===== src/rtl/refdiv_pkg.sv =====
// Package: shared select code and default ratios of the divider chain.
// Assumes a 3.96 MHz input clock; ratios give 20k/10k/9k/1k/50 Hz.
package refdiv_pkg;

    typedef enum logic [1:0] {
        REF_1K  = 2'b00,
        REF_9K  = 2'b01,
        REF_10K = 2'b10,
        REF_20K = 2'b11
    } ref_code_e;

    localparam int unsigned DEF_OSC_TO_FAST  = 198;
    localparam int unsigned DEF_FAST_TO_HALF = 2;
    localparam int unsigned DEF_OSC_TO_NINE  = 440;
    localparam int unsigned DEF_FAST_TO_KHZ  = 20;
    localparam int unsigned DEF_KHZ_TO_FLIP  = 10;

endpackage


===== src/rtl/refdiv_stage.sv =====
// Module: one modulo-MOD counting stage of the chain.
// Counts enabled cycles and raises a combinational tick on the last
// enabled count, then wraps to zero. Assumes MOD >= 2.
module refdiv_stage #(
    parameter int unsigned MOD = 198
) (
    input  logic clk,
    input  logic rst_n,
    input  logic en,
    output logic tick
);
    localparam int unsigned W    = (MOD > 2) ? $clog2(MOD) : 1;
    localparam logic [W-1:0] LAST = W'(MOD - 1);

    logic [W-1:0] cnt;

    assign tick = en && (cnt == LAST);

    // Purpose: advance the count on enable, wrap after the last value.
    always_ff @(posedge clk) begin
        if (!rst_n) begin
            cnt <= '0;
        end else if (en) begin
            cnt <= (cnt == LAST) ? '0 : cnt + W'(1);
        end
    end

    AST_STAGE_WRAP: assert property (@(posedge clk) disable iff (!rst_n)
        tick |=> (cnt == '0));

endmodule


===== src/rtl/refdiv_sel.sv =====
// Module: reference selector.
// Holds the adopted select code and passes the chosen tick on as a
// registered strobe. A new code is adopted only on a tick of the
// currently adopted reference. Assumes ticks[] is indexed by code.
module refdiv_sel (
    input  logic       clk,
    input  logic       rst_n,
    input  logic [1:0] code_in,
    input  logic [3:0] ticks,
    output logic       strobe
);
    import refdiv_pkg::*;

    ref_code_e sel_q;
    logic      sel_tick;

    assign sel_tick = ticks[sel_q];

    // Purpose: load the code during reset, swap it only at a boundary.
    always_ff @(posedge clk) begin
        if (!rst_n) begin
            sel_q  <= ref_code_e'(code_in);
            strobe <= 1'b0;
        end else begin
            strobe <= sel_tick;
            if (sel_tick) begin
                sel_q <= ref_code_e'(code_in);
            end
        end
    end

    AST_SEL_AT_BOUNDARY: assert property (@(posedge clk) disable iff (!rst_n)
        ($past(rst_n) && !$stable(sel_q)) |-> $past(sel_tick));

    AST_PULSE_SINGLE: assert property (@(posedge clk) disable iff (!rst_n)
        strobe |=> !strobe);

endmodule


===== src/rtl/refdiv_chain.sv =====
// Module: top of the selectable reference divider chain.
// Derives a half-rate controller clock, four reference strobes and a
// 50 Hz time-of-day wave from one oscillator clock. The 20 kHz stage
// feeds the 10 kHz, 1 kHz and 50 Hz stages; 9 kHz has its own stage.
// Assumes the chain is always clocked (no power gating modelled).
module refdiv_chain #(
    parameter int unsigned OSC_TO_FAST  = refdiv_pkg::DEF_OSC_TO_FAST,
    parameter int unsigned FAST_TO_HALF = refdiv_pkg::DEF_FAST_TO_HALF,
    parameter int unsigned OSC_TO_NINE  = refdiv_pkg::DEF_OSC_TO_NINE,
    parameter int unsigned FAST_TO_KHZ  = refdiv_pkg::DEF_FAST_TO_KHZ,
    parameter int unsigned KHZ_TO_FLIP  = refdiv_pkg::DEF_KHZ_TO_FLIP
) (
    input  logic       osc_clk,
    input  logic       rst_n,
    input  logic [1:0] ref_sel,
    output logic       ctl_clk,
    output logic       ref_pulse,
    output logic       tap_20k,
    output logic       tap_10k,
    output logic       tap_9k,
    output logic       tap_1k,
    output logic       tod_out
);
    import refdiv_pkg::*;

    logic tick_fast;
    logic tick_half;
    logic tick_nine;
    logic tick_khz;
    logic tick_flip;
    logic [3:0] tick_by_code;

    refdiv_stage #(.MOD(OSC_TO_FAST)) u_fast (
        .clk(osc_clk), .rst_n(rst_n), .en(1'b1), .tick(tick_fast)
    );

    refdiv_stage #(.MOD(FAST_TO_HALF)) u_half (
        .clk(osc_clk), .rst_n(rst_n), .en(tick_fast), .tick(tick_half)
    );

    refdiv_stage #(.MOD(OSC_TO_NINE)) u_nine (
        .clk(osc_clk), .rst_n(rst_n), .en(1'b1), .tick(tick_nine)
    );

    refdiv_stage #(.MOD(FAST_TO_KHZ)) u_khz (
        .clk(osc_clk), .rst_n(rst_n), .en(tick_fast), .tick(tick_khz)
    );

    refdiv_stage #(.MOD(KHZ_TO_FLIP)) u_flip (
        .clk(osc_clk), .rst_n(rst_n), .en(tick_khz), .tick(tick_flip)
    );

    // Purpose: index the reference ticks by select code.
    always_comb begin
        tick_by_code          = '0;
        tick_by_code[REF_1K]  = tick_khz;
        tick_by_code[REF_9K]  = tick_nine;
        tick_by_code[REF_10K] = tick_half;
        tick_by_code[REF_20K] = tick_fast;
    end

    refdiv_sel u_sel (
        .clk(osc_clk), .rst_n(rst_n), .code_in(ref_sel),
        .ticks(tick_by_code), .strobe(ref_pulse)
    );

    // Purpose: register the taps, toggle controller clock and 50 Hz wave.
    always_ff @(posedge osc_clk) begin
        if (!rst_n) begin
            ctl_clk <= 1'b0;
            tap_20k <= 1'b0;
            tap_10k <= 1'b0;
            tap_9k  <= 1'b0;
            tap_1k  <= 1'b0;
            tod_out <= 1'b0;
        end else begin
            ctl_clk <= ~ctl_clk;
            tap_20k <= tick_fast;
            tap_10k <= tick_half;
            tap_9k  <= tick_nine;
            tap_1k  <= tick_khz;
            if (tick_flip) begin
                tod_out <= ~tod_out;
            end
        end
    end

    AST_CTL_TOGGLES: assert property (@(posedge osc_clk) disable iff (!rst_n)
        rst_n |=> (ctl_clk != $past(ctl_clk)));

    AST_HALF_IN_FAST: assert property (@(posedge osc_clk) disable iff (!rst_n)
        tap_10k |-> tap_20k);

    AST_KHZ_IN_FAST: assert property (@(posedge osc_clk) disable iff (!rst_n)
        tap_1k |-> tap_20k);

    AST_TOD_ON_KHZ: assert property (@(posedge osc_clk) disable iff (!rst_n)
        !$stable(tod_out) |-> tap_1k);

    AST_REF_FROM_TAP: assert property (@(posedge osc_clk) disable iff (!rst_n)
        ref_pulse |-> (tap_20k || tap_10k || tap_9k || tap_1k));

endmodule


===== config.mk =====
export PLATFORM = sky130hd
export DESIGN_NAME = refdiv_chain
export DESIGN_NICKNAME = d
export VERILOG_FILES = /design/src/rtl/refdiv_pkg.sv /design/src/rtl/refdiv_stage.sv /design/src/rtl/refdiv_sel.sv /design/src/rtl/refdiv_chain.sv
export SDC_FILE = /design/constraint.sdc
export NUM_CORES = 1
export LEC_CHECK = 0
export ABC_CLOCK_PERIOD_IN_PS = 3990
export BUFFER_PORTS_ARGS = -buffer_cell sky130_fd_sc_hd__buf_2
export CORE_MARGIN = 5
export CORE_UTILIZATION = 50
export CTS_CLUSTER_DIAMETER = 30
export CTS_CLUSTER_SIZE = 12
export DETAILED_ROUTE_END_ITERATION = 8
export GPL_ROUTABILITY_DRIVEN = 0
export PLACE_DENSITY = 0.66
export SLEW_MARGIN = 20
export SYNTH_ARGS = -nofsm -noshare
export SYNTH_HDL_FRONTEND = slang
export SYNTH_SLANG_ARGS = --single-unit

===== constraint.sdc =====
create_clock -name osc_clk -period 3.99 [get_ports osc_clk]
set_input_delay 0.798 -clock osc_clk [delete_from_list [all_inputs] [get_ports osc_clk]]
set_output_delay 0.798 -clock osc_clk [all_outputs]
set_load 0.02 [all_outputs]

==> impl_metrics.yaml <==
outcome:
  status: "complete, no violations"
routing:
  detail-route-antenna-nets: 0
  wl_per_cell_um: 11.3
  dr_total_vias: 1076
  drtPass1Iterations: 4
  drt-total-wl_um: 2300
  drtIter0Drc: 41
  drcViolationCount: 0
  via_per_inst: 5.27
worst_hold_path:
  worstHoldPathType: "reg -> reg"
  whs_endpoint: "ctl_clk"
  min_from: "ctl_clk"
  min_path_cells: 1
clock_tree:
  path_clk_slew_ns: 0.10
  postCtsSetupBuffers: 0
  cts_sinks: 36
  insertion_delay_ns: 0.31
  numCtsBuffers: 5
  hold_buffers: 0
  ctsResizeCount: 0
  htreeDepth: 2
  cts_buffer_depth: 2
  ctsRootBufferMaster: "clkbuf_4"
  cts_tree: "done"
timing:
  slew_viol_final: 0
  hold_viol: 0
  slew_headroom_pct: 78.2
  setup_violations: 0
  timing.hold.ws_ns: 0.416
  fmax_mhz: 552
  finalCriticalPeriod_ns: 1.81
  tns_ns: 0
  tightest_slew_ns: 0.324
  rsz0062_at_grt: "no"
  fin_skew_ns: 0.00417
  timing.final.crit_share_pct: 45.4
synthesis:
  yosys_warnings: 0
  yosysSeqAreaShare_pct: 48.4
  ys.flop_type: "dfxtp_1"
  yosys.cell_types.count: 36
  synth.ff_latch_count: 36
  yosys-top-cells-area: "dfxtp_1 (44%), xor2_1 (5.7%), nand3_1 (5.2%), nor2_1 (5.2%), edfxtp_1 (3.9%)"
  avgSynthCellArea_um2: 9.68
  syn_nets: 166
  yosys.area.top_type: "dfxtp_1"
  synth_edf_count: 2
  netlist_instances: 158
  synth_top_area_share_pct: 44.5
  async_reset_ff_share_pct: 0
  synthesis.area_um2: 1530
setup_path:
  end_kind: "register"
  criticalPathCategory: "reg -> reg"
  ff2ff_setup_slack_ns: 2.18
  cp.required_ns: 4.03
  cp_cell_sequence: "ha_1, and3b_1, and2_1, o21ai_0, nand3_1"
  reg2reg_to: "u_sel.sel_q[1]"
  reg2regPathDepth: 5
  crit_fanout: 7
  crit_slowest_cell: "dfxtp_1"
  critPathMaxStageDelay_ns: 0.42
  rr_startpoint: "u_fast.cnt[0]"
  cp.arrival_ns: 1.85
  critPathLaunchType: "register"
pwr:
  p_per_area_nw_per_um2: 357
  p_leak_uw: 0.000666
  ir_drop_mv: 0.175
placement:
  dpl.hpwl_um: 1640
  io_buffers: 10
floorplanning:
  die-width_um: 65.3
  rows: 20
  start_util_pct: 51.0
  coreArea_um2: 3000
  die-area_um2: 4270
  dieHeight_um: 65.3
  ioPinCount: 11
flow_run:
  cap_violations: 0
layout:
  final_cell_mix: "dfxtp_1 (34), nor2_1 (21), nand3_1 (16)"
  drive_above_1_share_pct: 11.1
  antennaDiodeCount: 0
  fin_nets: 178
  area_delta_synth_final_pct: 8.01
  mostFrequentLayoutCell: "dfxtp_1"
  post-route-util_pct: 55.0
global_routing:
  grt_max_degree: 24
  grt_pass1_wl_um: 4340
  track_usage_pct: 12.9
  grt_pass1_vias: 1040
  grt-ovfl-total: 0
  antenna_found_initial: 0
critical path, delay by kind of cell, from the launching register on:
kind	cells	cell delay, ns
flip-flops	1	0.42
adder cells (fa/ha/maj)	1	0.16
AND/OR/NAND/NOR	3	0.79
AO/OA/AOI/OAI	1	0.17
metrics by stage:
| step | power, µW | worst slack, ns | std cells | instance area [µm²] |
|---|---|---|---|---|
| 3_3_place_gp | 405 | 2.26 | 196 | 1590 |
| 5_1_grt | 627 | 2.05 | 204 | 1650 |
| 4_1_cts | 603 | 2.17 | 204 | 1650 |
| 6_report | 591 | 2.18 | 204 | 1650 |
| 3_5_place_dp | 406 | 2.18 | 196 | 1590 |
| 2_1_floorplan | 400 | 2.42 | 158 | 1530 |
cell usage after synthesis (all sizes together) (2+ instances only):
| cell type | number |
|---|---|
| a21boi | 4 |
| and2 | 6 |
| and2b | 2 |
| and3 | 6 |
| and4bb | 2 |
| buf | 2 |
| clkbuf | 3 |
| dfxtp | 34 |
| edfxtp | 2 |
| ha | 4 |
| inv | 3 |
| mux2i | 3 |
| nand2 | 6 |
| nand2b | 3 |
| nand3 | 16 |
| nand4 | 2 |
| nand4b | 2 |
| nor2 | 21 |
| nor2b | 5 |
| nor3b | 2 |
| o211ai | 2 |
| o21ai | 2 |
| or3 | 3 |
| xnor2 | 6 |
| xor2 | 10 |
sequential cells by signal (all words and copies together), names as in the netlist:
name and cells:
tod_out 1, tap_9k 1, tap_10k 1, tap_20k 1
ctl_clk 1, u_flip.cnt 4, u_nine.cnt 9, u_fast.cnt 8
u_half.cnt 1, u_khz.cnt 5, u_sel.strobe 1, u_sel.sel_q 2
tap_1k 1
report_power, final:
group          total (µW)  switching (µW)  internal (µW)
Sequential            377            7.66            370
Combinational        20.5            12.0           8.46
Clock                 193             106           87.0
Total                 591             125            465
area by class of cell:
class	instances	area (µm²)
timing repair buffer	10	50.0
tap	33	41.3
inverter	3	11.3
fill	274	1350
sequential	36	741
clock buffer	8	58.8
multi-input combinational	114	751
kinds of logic (layout without fill, tap and decap cells):
family,count (synthesis),count (layout),synth area share [%]
AND/OR/NAND/NOR,79,79,29.4
buffers and inverters,8,21,2.53
multiplexers,3,3,1.96
AO/OA/AOI/OAI,12,12,5.23
flip-flops,36,36,48.4
XOR/XNOR,16,16,9.16
adder cells (fa/ha/maj),4,4,3.27
layer usage:
layer	wire length, µm	part of all wire (%)	track usage [%]
met2	1100	48	21.2
met3	75	3.3	4.10
met5	0	0	0
met1	1100	48	15.5
met4	19	0.83	5.44
how the worst max path moves through the flow:
stage | startpoint | slack [ns] | endpoint
finish | u_fast.cnt[0] | 2.18 | u_sel.sel_q[1]
detailed placement | u_fast.cnt[0] | 2.18 | u_sel.sel_q[0]
floorplan | u_fast.cnt[0] | 2.42 | u_sel.sel_q[0]
global route | u_fast.cnt[0] | 2.05 | u_sel.sel_q[0]
global placement | u_fast.cnt[0] | 2.26 | u_sel.sel_q[0]
CTS | u_fast.cnt[0] | 2.17 | u_sel.sel_q[0]
Note: power is estimated with default switching activity, not from simulation.
